### src/rtl/ll_pkg.sv
// Shared constants and types for the descriptor loader.
// Assumes six registers in a fixed index order; the index order is also the
// descriptor word order.
package ll_pkg;
    localparam int NREG     = 6;
    localparam int IDX_W    = 3;
    localparam int IX_CFG1  = 0;
    localparam int IX_CFG2  = 1;
    localparam int IX_CNT   = 2;
    localparam int IX_SRC   = 3;
    localparam int IX_DST   = 4;
    localparam int IX_LINK  = 5;

    typedef enum logic [0:0] {
        ST_IDLE  = 1'b0,
        ST_FETCH = 1'b1
    } seq_st_e;
endpackage

### src/rtl/ll_link_decode.sv
// Splits the link register into its update-enable mask and offset, and flags
// the end-of-list condition. Assumes the enable bits sit directly above the
// offset field and that reserved bits always read as zero.
module ll_link_decode #(
    parameter int DATA_W = 32,
    parameter int OFS_W  = 16
) (
    input  logic [DATA_W-1:0]       link_i,
    output logic [ll_pkg::NREG-1:0] en_mask_o,
    output logic [OFS_W-1:0]        ofs_o,
    output logic                    last_o
);
    localparam int EN_LSB = OFS_W;

    // Field extraction and end-of-list detection.
    always_comb begin
        en_mask_o = link_i[EN_LSB +: ll_pkg::NREG];
        ofs_o     = link_i[OFS_W-1:0];
        last_o    = (link_i == '0);
    end
endmodule

### src/rtl/ll_regfile.sv
// Holds the channel register set and the block-count shadow.
// Write priority, lowest to highest: engine count update, programming write,
// count restore, descriptor load. The link register is always stored in its
// legal format (offset word aligned, reserved bits zero).
module ll_regfile #(
    parameter int DATA_W = 32,
    parameter int OFS_W  = 16,
    parameter int CNT_W  = 16
) (
    input  logic                     clk,
    input  logic                     rst_n,
    input  logic                     cfg_we,
    input  logic [ll_pkg::IDX_W-1:0] cfg_idx,
    input  logic [DATA_W-1:0]        cfg_wdata,
    input  logic                     eng_cnt_we,
    input  logic [CNT_W-1:0]         eng_cnt,
    input  logic                     restore,
    input  logic                     ld_we,
    input  logic [ll_pkg::IDX_W-1:0] ld_idx,
    input  logic [DATA_W-1:0]        ld_data,
    output logic [DATA_W-1:0]        regs_o [ll_pkg::NREG]
);
    import ll_pkg::*;

    localparam int EN_LSB = OFS_W;
    localparam logic [DATA_W-1:0] LINK_KEEP =
        ((DATA_W'(1) << (EN_LSB + NREG)) - DATA_W'(1)) & ~DATA_W'(3);

    logic [DATA_W-1:0] regs_q [NREG];
    logic [CNT_W-1:0]  shadow_q;

    // Shadow of the programmed block count, used by the restore step.
    always_ff @(posedge clk) begin
        if (!rst_n) begin
            shadow_q <= '0;
        end else if (ld_we && ld_idx == IDX_W'(IX_CNT)) begin
            shadow_q <= ld_data[CNT_W-1:0];
        end else if (cfg_we && cfg_idx == IDX_W'(IX_CNT)) begin
            shadow_q <= cfg_wdata[CNT_W-1:0];
        end
    end

    for (genvar gi = 0; gi < NREG; gi++) begin : g_reg
        logic [DATA_W-1:0] nxt;

        // Next value of register gi from its prioritized write sources.
        always_comb begin
            nxt = regs_q[gi];
            if (gi == IX_CNT) begin
                if (eng_cnt_we) nxt[CNT_W-1:0] = eng_cnt;
            end
            if (cfg_we && cfg_idx == IDX_W'(gi)) nxt = cfg_wdata;
            if (gi == IX_CNT) begin
                if (restore) nxt[CNT_W-1:0] = shadow_q;
            end
            if (ld_we && ld_idx == IDX_W'(gi)) nxt = ld_data;
            if (gi == IX_LINK) nxt = nxt & LINK_KEEP;
        end

        // Storage for register gi.
        always_ff @(posedge clk) begin
            if (!rst_n) regs_q[gi] <= '0;
            else        regs_q[gi] <= nxt;
        end

        assign regs_o[gi] = regs_q[gi];
    end
endmodule

### src/rtl/ll_fetch_seq.sv
// Link-transfer sequencer. On a transfer-done with a nonzero link register it
// snapshots the enable mask and descriptor address, then reads one word per set
// bit, lowest index first, at consecutive word addresses. One read is in flight
// at a time; mem_req is held until mem_rvalid. An error response stops the
// sequence. Transfer-done is ignored while a fetch is running.
module ll_fetch_seq #(
    parameter int DATA_W = 32,
    parameter int OFS_W  = 16,
    parameter int HI_W   = 16,
    localparam int ADDR_W = HI_W + OFS_W
) (
    input  logic                     clk,
    input  logic                     rst_n,
    input  logic                     xfer_done,
    input  logic                     err_clr,
    input  logic [ll_pkg::NREG-1:0]  en_mask,
    input  logic [OFS_W-1:0]         ofs,
    input  logic                     last,
    input  logic [HI_W-1:0]          base_hi,
    output logic                     mem_req,
    output logic [ADDR_W-1:0]        mem_addr,
    input  logic                     mem_rvalid,
    input  logic                     mem_rerr,
    input  logic [DATA_W-1:0]        mem_rdata,
    output logic                     ld_we,
    output logic [ll_pkg::IDX_W-1:0] ld_idx,
    output logic [DATA_W-1:0]        ld_data,
    output logic                     restore,
    output logic                     next_start,
    output logic                     chan_done,
    output logic                     link_err,
    output logic                     busy
);
    import ll_pkg::*;

    seq_st_e           state_q;
    logic [NREG-1:0]   pend_q;
    logic [NREG-1:0]   rest_mask;
    logic [ADDR_W-1:0] addr_q;
    logic [IDX_W-1:0]  cur_idx;
    logic              found;
    logic              start_link;
    logic              accept;
    logic              start_q;
    logic              done_q;
    logic              err_q;

    // Lowest pending register index and the mask left once it is served.
    always_comb begin
        cur_idx = '0;
        found   = 1'b0;
        for (int i = 0; i < NREG; i++) begin
            if (pend_q[i] && !found) begin
                cur_idx = IDX_W'(i);
                found   = 1'b1;
            end
        end
        rest_mask = pend_q & (pend_q - NREG'(1));
    end

    // Handshake decode, load strobe and count-restore request.
    always_comb begin
        start_link = (state_q == ST_IDLE) && xfer_done && !last;
        restore    = start_link && !en_mask[IX_CNT];
        accept     = (state_q == ST_FETCH) && mem_rvalid;
        ld_we      = accept && !mem_rerr;
        ld_idx     = cur_idx;
        ld_data    = mem_rdata;
        mem_req    = (state_q == ST_FETCH);
        mem_addr   = addr_q;
    end

    // Sequencer state, pending mask, address counter and output pulses.
    always_ff @(posedge clk) begin
        if (!rst_n) begin
            state_q <= ST_IDLE;
            pend_q  <= '0;
            addr_q  <= '0;
            start_q <= 1'b0;
            done_q  <= 1'b0;
            err_q   <= 1'b0;
        end else begin
            start_q <= 1'b0;
            done_q  <= 1'b0;
            if (err_clr) err_q <= 1'b0;
            case (state_q)
                ST_IDLE: begin
                    if (xfer_done) begin
                        if (last) begin
                            done_q <= 1'b1;
                        end else begin
                            pend_q <= en_mask;
                            addr_q <= {base_hi, ofs} & ~ADDR_W'(3);
                            if (en_mask == '0) start_q <= 1'b1;
                            else               state_q <= ST_FETCH;
                        end
                    end
                end
                ST_FETCH: begin
                    if (accept) begin
                        if (mem_rerr) begin
                            err_q   <= 1'b1;
                            pend_q  <= '0;
                            state_q <= ST_IDLE;
                        end else begin
                            pend_q <= rest_mask;
                            addr_q <= addr_q + ADDR_W'(4);
                            if (rest_mask == '0) begin
                                start_q <= 1'b1;
                                state_q <= ST_IDLE;
                            end
                        end
                    end
                end
                default: state_q <= ST_IDLE;
            endcase
        end
    end

    assign next_start = start_q;
    assign chan_done  = done_q;
    assign link_err   = err_q;
    assign busy       = (state_q == ST_FETCH);
endmodule

### src/rtl/ll_desc_loader.sv
// Top of the linked-list descriptor loader for one DMA channel. Connects the
// register set, the link decoder and the fetch sequencer. Assumes the data
// engine raises xfer_done for one cycle per finished block and waits for
// next_start before the next block.
module ll_desc_loader #(
    parameter int DATA_W = 32,
    parameter int OFS_W  = 16,
    parameter int HI_W   = 16,
    parameter int CNT_W  = 16,
    localparam int ADDR_W = HI_W + OFS_W
) (
    input  logic              clk,
    input  logic              rst_n,
    input  logic [HI_W-1:0]   base_hi,
    input  logic              cfg_we,
    input  logic [2:0]        cfg_idx,
    input  logic [DATA_W-1:0] cfg_wdata,
    input  logic              eng_cnt_we,
    input  logic [CNT_W-1:0]  eng_cnt,
    input  logic              xfer_done,
    output logic              mem_req,
    output logic [ADDR_W-1:0] mem_addr,
    input  logic              mem_rvalid,
    input  logic              mem_rerr,
    input  logic [DATA_W-1:0] mem_rdata,
    output logic [DATA_W-1:0] xcfg1_q,
    output logic [DATA_W-1:0] xcfg2_q,
    output logic [DATA_W-1:0] blk_q,
    output logic [DATA_W-1:0] src_q,
    output logic [DATA_W-1:0] dst_q,
    output logic [DATA_W-1:0] link_q,
    output logic              next_start,
    output logic              chan_done,
    output logic              link_err,
    output logic              link_busy
);
    import ll_pkg::*;

    logic [DATA_W-1:0] regs [NREG];
    logic [NREG-1:0]   en_mask;
    logic [OFS_W-1:0]  ofs;
    logic              last;
    logic              ld_we;
    logic [IDX_W-1:0]  ld_idx;
    logic [DATA_W-1:0] ld_data;
    logic              restore;

    ll_regfile #(.DATA_W(DATA_W), .OFS_W(OFS_W), .CNT_W(CNT_W)) u_rf (
        .clk        (clk),
        .rst_n      (rst_n),
        .cfg_we     (cfg_we),
        .cfg_idx    (cfg_idx),
        .cfg_wdata  (cfg_wdata),
        .eng_cnt_we (eng_cnt_we),
        .eng_cnt    (eng_cnt),
        .restore    (restore),
        .ld_we      (ld_we),
        .ld_idx     (ld_idx),
        .ld_data    (ld_data),
        .regs_o     (regs)
    );

    ll_link_decode #(.DATA_W(DATA_W), .OFS_W(OFS_W)) u_dec (
        .link_i    (regs[IX_LINK]),
        .en_mask_o (en_mask),
        .ofs_o     (ofs),
        .last_o    (last)
    );

    ll_fetch_seq #(.DATA_W(DATA_W), .OFS_W(OFS_W), .HI_W(HI_W)) u_seq (
        .clk        (clk),
        .rst_n      (rst_n),
        .xfer_done  (xfer_done),
        .err_clr    (cfg_we),
        .en_mask    (en_mask),
        .ofs        (ofs),
        .last       (last),
        .base_hi    (base_hi),
        .mem_req    (mem_req),
        .mem_addr   (mem_addr),
        .mem_rvalid (mem_rvalid),
        .mem_rerr   (mem_rerr),
        .mem_rdata  (mem_rdata),
        .ld_we      (ld_we),
        .ld_idx     (ld_idx),
        .ld_data    (ld_data),
        .restore    (restore),
        .next_start (next_start),
        .chan_done  (chan_done),
        .link_err   (link_err),
        .busy       (link_busy)
    );

    assign xcfg1_q = regs[IX_CFG1];
    assign xcfg2_q = regs[IX_CFG2];
    assign blk_q   = regs[IX_CNT];
    assign src_q   = regs[IX_SRC];
    assign dst_q   = regs[IX_DST];
    assign link_q  = regs[IX_LINK];
endmodule

### config.mk
export PLATFORM = sky130hd
export DESIGN_NAME = ll_desc_loader
export DESIGN_NICKNAME = d
export VERILOG_FILES = /design/src/rtl/ll_pkg.sv /design/src/rtl/ll_link_decode.sv /design/src/rtl/ll_regfile.sv /design/src/rtl/ll_fetch_seq.sv /design/src/rtl/ll_desc_loader.sv
export SDC_FILE = /design/constraint.sdc
export NUM_CORES = 1
export LEC_CHECK = 0
export BUFFER_PORTS_ARGS = -buffer_cell sky130_fd_sc_hd__buf_4
export CORE_MARGIN = 8
export CORE_UTILIZATION = 49
export CTS_BUF_LIST = sky130_fd_sc_hd__clkbuf_2
export CTS_CLUSTER_SIZE = 16
export DETAILED_ROUTE_END_ITERATION = 16
export MAX_ROUTING_LAYER = met4
export PLACE_DENSITY = 0.79
export SYNTH_ARGS = -nofsm -noshare
export SYNTH_HDL_FRONTEND = slang
export SYNTH_SLANG_ARGS = --single-unit
### constraint.sdc
create_clock -name clk -period 2 [get_ports clk]
set_clock_uncertainty 0.15 [all_clocks]
set_input_delay 0.2 -clock clk [delete_from_list [all_inputs] [get_ports clk]]
set_output_delay 0.2 -clock clk [all_outputs]
set_load 0.01 [all_outputs]
-- Yosys cells after proc, flatten, opt, wreduce, memory -nomap -nowiden
Memories as Yosys holds them, arrays and structs flattened.
Index checks and enable logic that the tools add are counted.
- register bits: 58
- bits in writable memories: 192
- input port bits: 106
- output and inout bits: 229
- memories: 1
- add/subtract/negate cells: 2
- equal/unequal tests: 14
- mux-type cells: 63
- bitwise operators: 10
- reduce and logical (&&, ||, !) cells: 39
- memories (memory ; words ; width ; rd ports ; clocked after memory_dff ; write ports ; line ; source):
    u_rf.regs_q ; 6 ; 32 ; 6 ; 0 ; 6 ; ll_regfile.sv:29 ; logic [DATA_W-1:0] regs_q [NREG];
- operator list (cell ; number):
    $mux W32 ; 20
    $mux W16 ; 4
    $pmux W32 S2 ; 1
    $mux W22 ; 2
    $add A32 B3 Y32 const B ; 1
    $logic_not A32 Y1 ; 1
    $mux W1 ; 25
    $mux W6 ; 4
    $logic_and A1 B1 Y1 ; 22
    $eq A3 B2 Y1 const B ; 4
    $eq A3 B3 Y1 const B ; 4
    $logic_not A6 Y1 ; 2
    $mux W3 ; 4
    $pmux W6 S2 ; 1
    $logic_not A1 Y1 ; 8
    $ne A2 B2 Y1 const B ; 4
    $and A6 B6 Y6 ; 1
    $eq A3 B1 Y1 const B ; 2
    $logic_not A3 Y1 ; 2
    $or A1 B1 Y1 ; 6
    $sub A6 B1 Y6 const B ; 1
    $pmux W1 S2 ; 2
    $reduce_and A4 Y1 ; 1
    $not A1 Y1 ; 3
    other kinds (3) ; 3

-- Depth between registers and ports, before layout
Gate-level depths: netlist of the first run.
- depth after elaboration: 20
- gate-level depth with buffers: 9
- depth with buffers taken out: 6

-- Hierarchy
From an unflattened synthesis of the first run, not the netlist that was laid out.
- cells, all modules: 1352
- area, all modules: 12419.4 µm²
- by module, submodules not included (module ; times used ; cells an instance ; area an instance (µm²) ; seq. area each (µm²)):
    ll_regfile ; 1 ; 965 ; 9455.3 ; 3923.8
    ll_fetch_seq ; 1 ; 354 ; 2726.4 ; 800.8
    ll_link_decode ; 1 ; 33 ; 237.7 ; 0.0

-- Least setup slack after synthesis of the first run
Ideal clock, no wire load.
- path type: reg2reg
- start: register u_seq.addr_q[2] (netlist: u_seq.mem_addr[2])
- end: register u_seq.addr_q[14] (netlist: u_seq.mem_addr[14])
- library setup time: 119 ps
- arrival: 1927 ps
- required time: 1731 ps
- slack: -196 ps
- stages on the path, launching flop included: 8
- buffers on the path: 1
- clock period less this slack: 2196 ps
- path through: dfxtp_1 > ha_1 > nand3_2 > or4_1 > clkbuf_2 > nor3_1 > nor2_1 > o221a_2
- cells in the longest elaborated chain, start to end: 4
- ends and longest elaborated chain (element ; line ; source):
    start: declaration ; ll_fetch_seq.sv:39 ; logic [ADDR_W-1:0] addr_q;
    start signal: assignment ; ll_fetch_seq.sv:93 ; addr_q <= {base_hi, ofs} & ~ADDR_W'(3);
    start signal: assignment ; ll_fetch_seq.sv:107 ; addr_q <= addr_q + ADDR_W'(4);
    $add A32 B3 Y32 ; ll_fetch_seq.sv:107 ;
    $mux W32 ; ll_fetch_seq.sv:101 ; if (mem_rerr) begin
    $mux W32 ; ll_fetch_seq.sv:100 ; if (accept) begin
    $pmux W32 S2 ; ll_fetch_seq.sv:86 ; case (state_q)
Every way passes these cells. The select of a mux whose other input is x is not followed.
A chain may end at the register's enable or synchronous reset.

==> results of run 1 <==
layout by cell type (no fill, tap or decap), drive strengths merged, types with 13 or more instances in the layout:
cell	n
buf	445
dfxtp	236
nor2	187
mux2i	164
a211oi	150
nand2	137
dlygate4sd3	120
clkbuf	91
a21oi	50
a31oi	36
o21ai	22
o31ai	19
a311oi	17
conb	14
nor3	14
clkinv	13
nand3	13
how the worst max path moves through the flow:
stage | startpoint | end | slack [ns] | depth (start not counted)
after global placement | u_rf.regs_q[2][53] | u_rf.regs_q[1][1] | -0.13 | 8
after CTS | u_rf.regs_q[2][50] | u_rf.regs_q[1][10] | -0.01 | 8
final | u_rf.regs_q[2][43] | u_rf.regs_q[1][8] | -0.26 | 7
after detailed placement | u_rf.regs_q[2][53] | u_seq.mem_addr[30] | -0.12 | 7
after global routing | u_rf.regs_q[2][53] | u_rf.regs_q[1][8] | -0.34 | 8
after floorplan | u_rf.regs_q[2][43] | u_seq.mem_addr[12] | 0.003 | 7
worst reg2reg max path, delay by kind of cell, from the launching register on:
| family | cells | cell delay, ns |
|---|---|---|
| flip-flops | 1 | 0.33 |
| AND/OR/NAND/NOR | 2 | 0.70 |
| AO/OA/AOI/OAI | 3 | 0.64 |
| buffers and inverters | 2 | 0.32 |
final cells by class:
cell class / count / share of cell area
Antenna cell: 6 / 0.000864
Clock buffer: 88 / 0.0253
Clock inverter: 14 / 0.00317
Inverter: 10 / 0.00245
Multi-Input combinational cell: 963 / 0.386
Sequential cell: 236 / 0.274
Tap cell: 319 / 0.0230
Timing Repair Buffer: 569 / 0.286
logic make-up after synthesis:
kind of cell	Yosys count	share of synthesized area
flops	236	0.408
simple gates	415	0.160
other cells	1	0.000324
compound gates	367	0.231
buf+inv	151	0.0574
mux	164	0.142
fa+ha+maj	2	0.00194
registers in the layout (all words and copies together) (netlist names):
name and cells:
u_rf.regs_q 180, u_rf.shadow_q 16, u_seq.busy 1, u_seq.chan_done 1, u_seq.link_err 1, u_seq.mem_addr 30
u_seq.next_start 1, u_seq.pend_q 6
power by group:
part	internal (W)	switching [W]
registers	0.00491	0.000180
logic	0.00125	0.00133
clock network	0.00116	0.00207
through the flow:
stage / TNS (ns) / hold WS [ns] / instances / instance area [um2] / total power [W]
after floorplan: 0 / 0.205 / 1349 / 11700 / 0.00614
after global placement: -3.07 / 0.306 / 1963 / 15000 / 0.00717
after detailed placement: -2.27 / 0.316 / 1963 / 15000 / 0.00721
after CTS: -0.0181 / 0.0131 / 2192 / 17000 / 0.0106
after global routing: -3.06 / 0.0127 / 2205 / 17400 / 0.0113
final: -0.725 / 0.0701 / 2205 / 17400 / 0.0109
timing repair:
action                                  4_1_cts  5_1_grt
buffers inserted                              5        5
cloned                                        2        4
gates resized for setup                      28       68
pin swaps                                     5       21
endpoints found under the hold margin       236        0
endpoints found under the setup margin       43       86
hold buffers                                120        0
per-layer routing:
| layer | routed length [um] | vias to the layer above | track usage |
|---|---|---|---|
| met3 | 6120 | 282 | 0.100 |
| li1 | - | 5979 | - |
| met1 | 19200 | 6361 | 0.395 |
| met4 | 3010 | 0 | 0.174 |
| met2 | 23500 | 979 | 0.516 |
| met5 | 0 | - | - |
==> insert_results.sql, run 1 <==
INSERT INTO impl_metrics (metric_group, metric, value, unit) VALUES
('die', 'initial_core_util', '0.496', ''),
('worst_setup_path', 'count_of_buffering_cells_on_the_critical_path_with_inverters_included', '2', ''),
('power', 'max-vdd-ir-drop', '582', 'uV'),
('worst_setup_path', 'worst_ep_required_time', '2.58', 'ns'),
('layout', 'seq_area', '0.00475', 'mm2'),
('hold_path', 'timing.hold.worst_path_depth', '4', ''),
('logic_synthesis', 'synthMostInstantiatedCell', 'sky130_fd_sc_hd__dfxtp_1', ''),
('layout', 'final_core_util', '0.745', ''),
('logic_synthesis', 'synthesis.yosys.warnings', '0', ''),
('logic_synthesis', 'yosysSeqAreaShare', '0.408', ''),
('die', 'core.rowCount', '56', ''),
('flow_run', 'number_of_maximum_capacitance_constraint_violations', '0', ''),
('placement', 'dpl_worst_slack', '-0.120', 'ns'),
('logic_synthesis', 'number_of_storage_elements_in_the_synthesis_netlist', '236', ''),
('cts', 'clk_root_buffer_cell', 'sky130_fd_sc_hd__clkbuf_2', ''),
('power', 'power.density_cell_area', '628', 'mW/mm2'),
('layout', 'fill_cells', '1595', ''),
('timing', 'setup-violations-final', '20', ''),
('die', 'core_area', '0.0233', 'mm2'),
('logic_synthesis', 'syn_area', '0.0116', 'mm2'),
('logic_synthesis', 'synth.lib_cells_used.distinct', '75', ''),
('logic_synthesis', 'post_synth_most_frequent_cells', '236 x sky130_fd_sc_hd__dfxtp_1, 185 x sky130_fd_sc_hd__nor2_1, 164 x sky130_fd_sc_hd__mux2i_1', ''),
('logic_synthesis', 'synth-main-ff-cell', 'sky130_fd_sc_hd__dfxtp_1', ''),
('worst_setup_path', 'worst_path_cell_with_the_longest_stage_delay', 'sky130_fd_sc_hd__or4_4', ''),
('cts', 'clkSlewWorstSetupHoldPaths', '0.11', 'ns'),
('cts', 'cts_bufs_inserted', '60', ''),
('logic_synthesis', 'synth_area_leaders', 'sky130_fd_sc_hd__dfxtp_1 41%, sky130_fd_sc_hd__mux2i_1 14%, sky130_fd_sc_hd__a211oi_1 9.7%', ''),
('cts', 'htree_num_levels', '2', ''),
('timing', 'period_minus_slack', '2.26', 'ns'),
('timing', 'hold_violations', '0', ''),
('worst_setup_path', 'crit_arrival', '2.84', 'ns'),
('cts', 'tritoncts', 'built', ''),
('global_route', 'grt_max_degree', '65', ''),
('timing', 'achievable-frequency', '443', 'MHz'),
('logic_synthesis', 'synthCells', '1336', ''),
('logic_synthesis', 'synth-edff-count', '0', ''),
('detailed_routing', 'drc', '0', ''),
('global_route', 'grt_first_pass_wirelength', '75.1', 'mm'),
('status', 'outcome', 'finished with violations', ''),
('cts', 'cts_sinks', '236', ''),
('detailed_routing', 'route.detailed.vias_per_inst', '6.17', ''),
('layout', 'layout.nets', '1947', ''),
('layout', 'drive_gt1_frac', '0.343', ''),
('cts', 'worstSkewPairLatency', '0.86', 'ns'),
('worst_setup_path', 'crit-reg2reg-launch', 'u_rf.regs_q[2][43]', ''),
('layout', 'multi_input_comb_area', '0.00671', 'mm2'),
('timing', 'rsz0062_at_grt', 'true', ''),
('detailed_routing', 'totalWireLength', '51.9', 'mm'),
('worst_setup_path', 'regToRegSetupSlack', '-0.26', 'ns'),
('status', 'violations_in_the_final_reports', 'setup timing', ''),
('worst_setup_path', 'setup.worst_path.class', 'flop to flop', ''),
('hold_path', 'timing.hold.worst.class', 'primary input to flop', ''),
('timing', 'layout_worst_path_cycle_share', '1.13', ''),
('worst_setup_path', 'max_stage_delay', '0.54', 'ns'),
('detailed_routing', 'firstDrtPassIters', '9', ''),
('timing', 'tightest_slew', '0.536', 'ns'),
('timing', 'timing.final.max_slew_violations', '0', ''),
('detailed_routing', 'wl_per_instance', '23.5', 'um'),
('detailed_routing', 'antenna_left', '0', ''),
('timing', 'final_critical_path_setup_slack', '-0.256', 'ns'),
('cts', 'cts_buffer_depth', '3', ''),
('placement', 'detailedPlacementHpwl', '31.0', 'mm'),
('worst_setup_path', 'crit_reg_reg_endpoint', 'u_rf.regs_q[1][8]', ''),
('logic_synthesis', 'synthDominantAreaCellType', 'sky130_fd_sc_hd__dfxtp_1', ''),
('timing', 'slew_headroom', '0.643', ''),
('worst_setup_path', 'critPathCaptureType', 'flop', ''),
('worst_setup_path', 'worstPathMaxFanout', '17', ''),
('logic_synthesis', 'fraction_of_synthesized_cell_area_taken_by_the_top_area_cell_type', '0.408', ''),
('worst_setup_path', 'worstSetupStartpointType', 'flop', ''),
('layout', 'flow.area_growth_from_synthesis', '50.0', '%'),
('global_route', 'antenna_found_initial', '5', '');
Note: power is estimated with default switching activity, not from simulation.
==> inputs of run 2 (changes only) <==
Settings changed: PLACE_DENSITY 0.79 to 0.78.
==> insert_results.sql, run 2 (synthesis results as in run 1) <==
INSERT INTO impl_metrics (metric_group, metric, value, unit) VALUES
('status', 'outcome', 'finished with violations', ''),
('status', 'violations_in_the_final_reports', 'setup timing', ''),
('timing', 'setup_total_negative_slack', '-0.640', 'ns'),
('die', 'top_level_ports', '335', ''),
('cts', 'cts_bufs_inserted', '61', ''),
('placement', 'routabilityCongestion', '0.932', ''),
('power', 'internal-power', '0.00747', 'W'),
('hold_path', 'timing.hold.worst.class', 'primary input to flop', ''),
('global_route', 'via_count_of_the_first_global_routing_pass', '14262', ''),
('timing', 'layout_worst_path_cycle_share', '1.04', ''),
('power', 'power.switching', '0.00367', 'W'),
('worst_setup_path', 'crit_arrival', '2.74', 'ns'),
('power', 'power.clock.fraction', '0.303', ''),
('layout', 'layout.nets', '1983', ''),
('worst_setup_path', 'worstSetupStartpointType', 'flop', ''),
('timing', 'tightest_slew', '0.504', 'ns'),
('die', 'core_area', '0.0233', 'mm2'),
('layout', 'mostFrequentLayoutCell', 'sky130_fd_sc_hd__buf_4', ''),
('detailed_routing', 'drc', '0', ''),
('power', 'p_leak', '7.63', 'nW'),
('timing', 'rsz0062_at_grt', 'true', ''),
('die', 'die_h', '170', 'um'),
('timing', 'setup-violations-final', '26', ''),
('layout', 'top_register', 'u_rf.regs_q', ''),
('die', 'die_w', '170', 'um'),
('hold_path', 'min-delay-start', 'mem_rdata[1]', ''),
('power', 'combPwrFrac', '0.240', ''),
('global_route', 'globalRouteOverflowTotal', '0', ''),
('hold_path', 'timing.hold.worst_path_depth', '4', ''),
('timing', 'achievable-frequency', '479', 'MHz'),
('cts', 'worstSkewPairLatency', '0.90', 'ns'),
('placement', 'io_buffer_count', '320', ''),
('detailed_routing', 'wl_per_instance', '23.7', 'um'),
('die', 'initial_core_util', '0.496', ''),
('global_route', 'grt_first_pass_wirelength', '79.5', 'mm'),
('placement', 'post_dp_cell_area', '0.0151', 'mm2'),
('global_route', 'use_met1', '0.400', ''),
('power', 'max-vdd-ir-drop', '482', 'uV'),
('layout', 'drive_gt1_frac', '0.329', ''),
('detailed_routing', 'routed_vias', '13998', ''),
('worst_setup_path', 'crit_reg_reg_endpoint', 'u_rf.regs_q[1][1]', ''),
('layout', 'most-common-layout-cells', '410 x sky130_fd_sc_hd__buf_4, 223 x sky130_fd_sc_hd__dfxtp_1, 184 x sky130_fd_sc_hd__nor2_1', ''),
('power', 'fraction_of_power_consumed_by_sequential_logic', '0.457', ''),
('power', 'power.density_cell_area', '627', 'mW/mm2'),
('cts', 'clkSlewWorstSetupHoldPaths', '0.12', 'ns'),
('layout', 'final_core_util', '0.762', ''),
('global_route', 'grt_max_degree', '84', ''),
('worst_setup_path', 'crit_top_cell', 'sky130_fd_sc_hd__buf_6', ''),
('detailed_routing', 'first_iter_violations', '2054', ''),
('worst_setup_path', 'max_stage_delay', '0.35', 'ns'),
('cts', 'tritoncts', 'built', ''),
('cts', 'cts_buffer_depth', '3', ''),
('worst_setup_path', 'worst_path_cell_with_the_longest_stage_delay', 'sky130_fd_sc_hd__dfxtp_2', ''),
('timing', 'slew_headroom', '0.664', ''),
('global_route', 'gr-max-usage-layer', 'met2', ''),
('hold_path', 'min_to', 'u_rf.regs_q[0][33]', ''),
('layout', 'flow.area_growth_from_synthesis', '53.4', '%'),
('detailed_routing', 'antenna_left', '0', ''),
('detailed_routing', 'totalWireLength', '53.1', 'mm'),
('worst_setup_path', 'worst_r2r_path_depth', '8', ''),
('timing', 'hold_violations', '0', ''),
('global_route', 'gr-usage-met2', '0.559', ''),
('cts', 'cts_sinks', '236', ''),
('global_route', 'antenna_found_initial', '2', ''),
('worst_setup_path', 'worst_ep_required_time', '2.65', 'ns'),
('timing', 'timing.final.max_slew_violations', '0', ''),
('worst_setup_path', 'worstPathMaxFanout', '8', ''),
('cts', 'htree_num_levels', '2', ''),
('die', 'die_area', '0.0288', 'mm2'),
('timing', 'final.hold.worst_slack', '0.0412', 'ns'),
('power', 'netSwitchingFraction', '0.329', ''),
('detailed_routing', 'route.detailed.vias_per_inst', '6.25', ''),
('global_route', 'global_route.usage.total', '0.356', ''),
('placement', 'detailedPlacementHpwl', '31.5', 'mm'),
('layout', 'flip_flop_count_of_the_largest_register_after_layout', '180', ''),
('worst_setup_path', 'ordered_list_of_cells_on_the_worst_path', 'nor4_4 -> buf_4 -> and4_4 -> buf_6 -> a21oi_4 -> or2_4 -> buf_6 -> a31oi_1', ''),
('die', 'core.rowCount', '56', ''),
('global_route', 'groute.layer.met3.usage', '0.111', ''),
('layout', 'final_cell_area', '0.0178', 'mm2'),
('flow_run', 'number_of_maximum_capacitance_constraint_violations', '0', ''),
('worst_setup_path', 'crit-reg2reg-launch', 'u_rf.regs_q[2][53]', ''),
('timing', 'final_critical_path_setup_slack', '-0.0889', 'ns'),
('cts', 'clk_root_buffer_cell', 'sky130_fd_sc_hd__clkbuf_2', ''),
('worst_setup_path', 'setup.worst_path.class', 'flop to flop', ''),
('worst_setup_path', 'regToRegSetupSlack', '-0.09', 'ns'),
('worst_setup_path', 'critPathCaptureType', 'flop', ''),
('timing', 'period_minus_slack', '2.09', 'ns'),
('detailed_routing', 'firstDrtPassIters', '7', '');
[run 2: cell count changes in the layout (fill, tap and decap cells not counted), sizes merged]
cell,previous run,this run
inv,11,9
clkinv,13,21
bufinv,0,1
a21oi,50,49
buf,445,451
dlygate4sd3,120,151
clkbuf,91,84
[run 2: area by class of cell]
class                      instances  area, um2
antenna                            6       15.0
clock buffer                      82        410
multi-input combinational        962       6690
inverter                          10       42.5
clock inverter                    21        111
sequential                       236       4750
timing repair buffer             605       5360
tap                              319        399
fill                            1454       5560
[run 2: repair_timing]
action | in CTS | in global routing
gates cloned | 3 | 3
buffers inserted | 4 | 6
setup endpoints to repair | 50 | 69
resized for setup | 28 | 68
hold buffers | 151 | 0
pin swaps | 6 | 34
endpoints found under the hold margin | 236 | 0
[run 2: critical path, delay by kind of cell, from the launching register on]
| kind | cells | cell delay (ns) |
|---|---|---|
| AOI/OAI and AO/OA | 2 | 0.29 |
| and+or+nand+nor | 3 | 0.82 |
| buffers and inverters | 3 | 0.42 |
| DFF | 1 | 0.35 |
[run 2: layer usage]
layer	vias up	wire, um
li1	6025	-
met1	6568	19300
met2	1118	24500
met3	287	6490
met4	0	2860
met5	-	0
[run 2: worst max-delay path by stage]
stage / start / end / slack [ns] / depth (start not counted)
after floorplan: u_rf.regs_q[2][43] / u_seq.mem_addr[12] / 0.003 / 7
after global placement: u_rf.regs_q[2][53] / u_seq.mem_addr[30] / -0.1 / 7
after detailed placement: u_rf.regs_q[2][53] / u_rf.regs_q[1][1] / -0.14 / 8
after CTS: u_rf.regs_q[2][44] / u_rf.regs_q[1][8] / -0.03 / 7
after global routing: u_rf.regs_q[2][53] / u_rf.regs_q[1][8] / -0.1 / 8
final: u_rf.regs_q[2][53] / u_rf.regs_q[1][1] / -0.09 / 8
[run 2: power by group through the flow]
| stage | logic [W] | clock network, W | registers, W |
|---|---|---|---|
| after floorplan | 0.000893 | 0 | 0.00525 |
| after global placement | 0.00201 | 0 | 0.00517 |
| after detailed placement | 0.00204 | 0 | 0.00517 |
| after CTS | 0.00241 | 0.00332 | 0.00507 |
| after global routing | 0.00278 | 0.00365 | 0.00511 |
| final | 0.00267 | 0.00338 | 0.00509 |
[run 2: per-stage QoR]
| step | instances | setup WS [ns] | total power, W |
|---|---|---|---|
| after floorplan | 1349 | 0.00284 | 0.00614 |
| after global placement | 1967 | -0.0963 | 0.00718 |
| after detailed placement | 1967 | -0.144 | 0.00721 |
| after CTS | 2227 | -0.0264 | 0.0108 |
| after global routing | 2238 | -0.0995 | 0.0115 |
| final | 2241 | -0.0889 | 0.0111 |
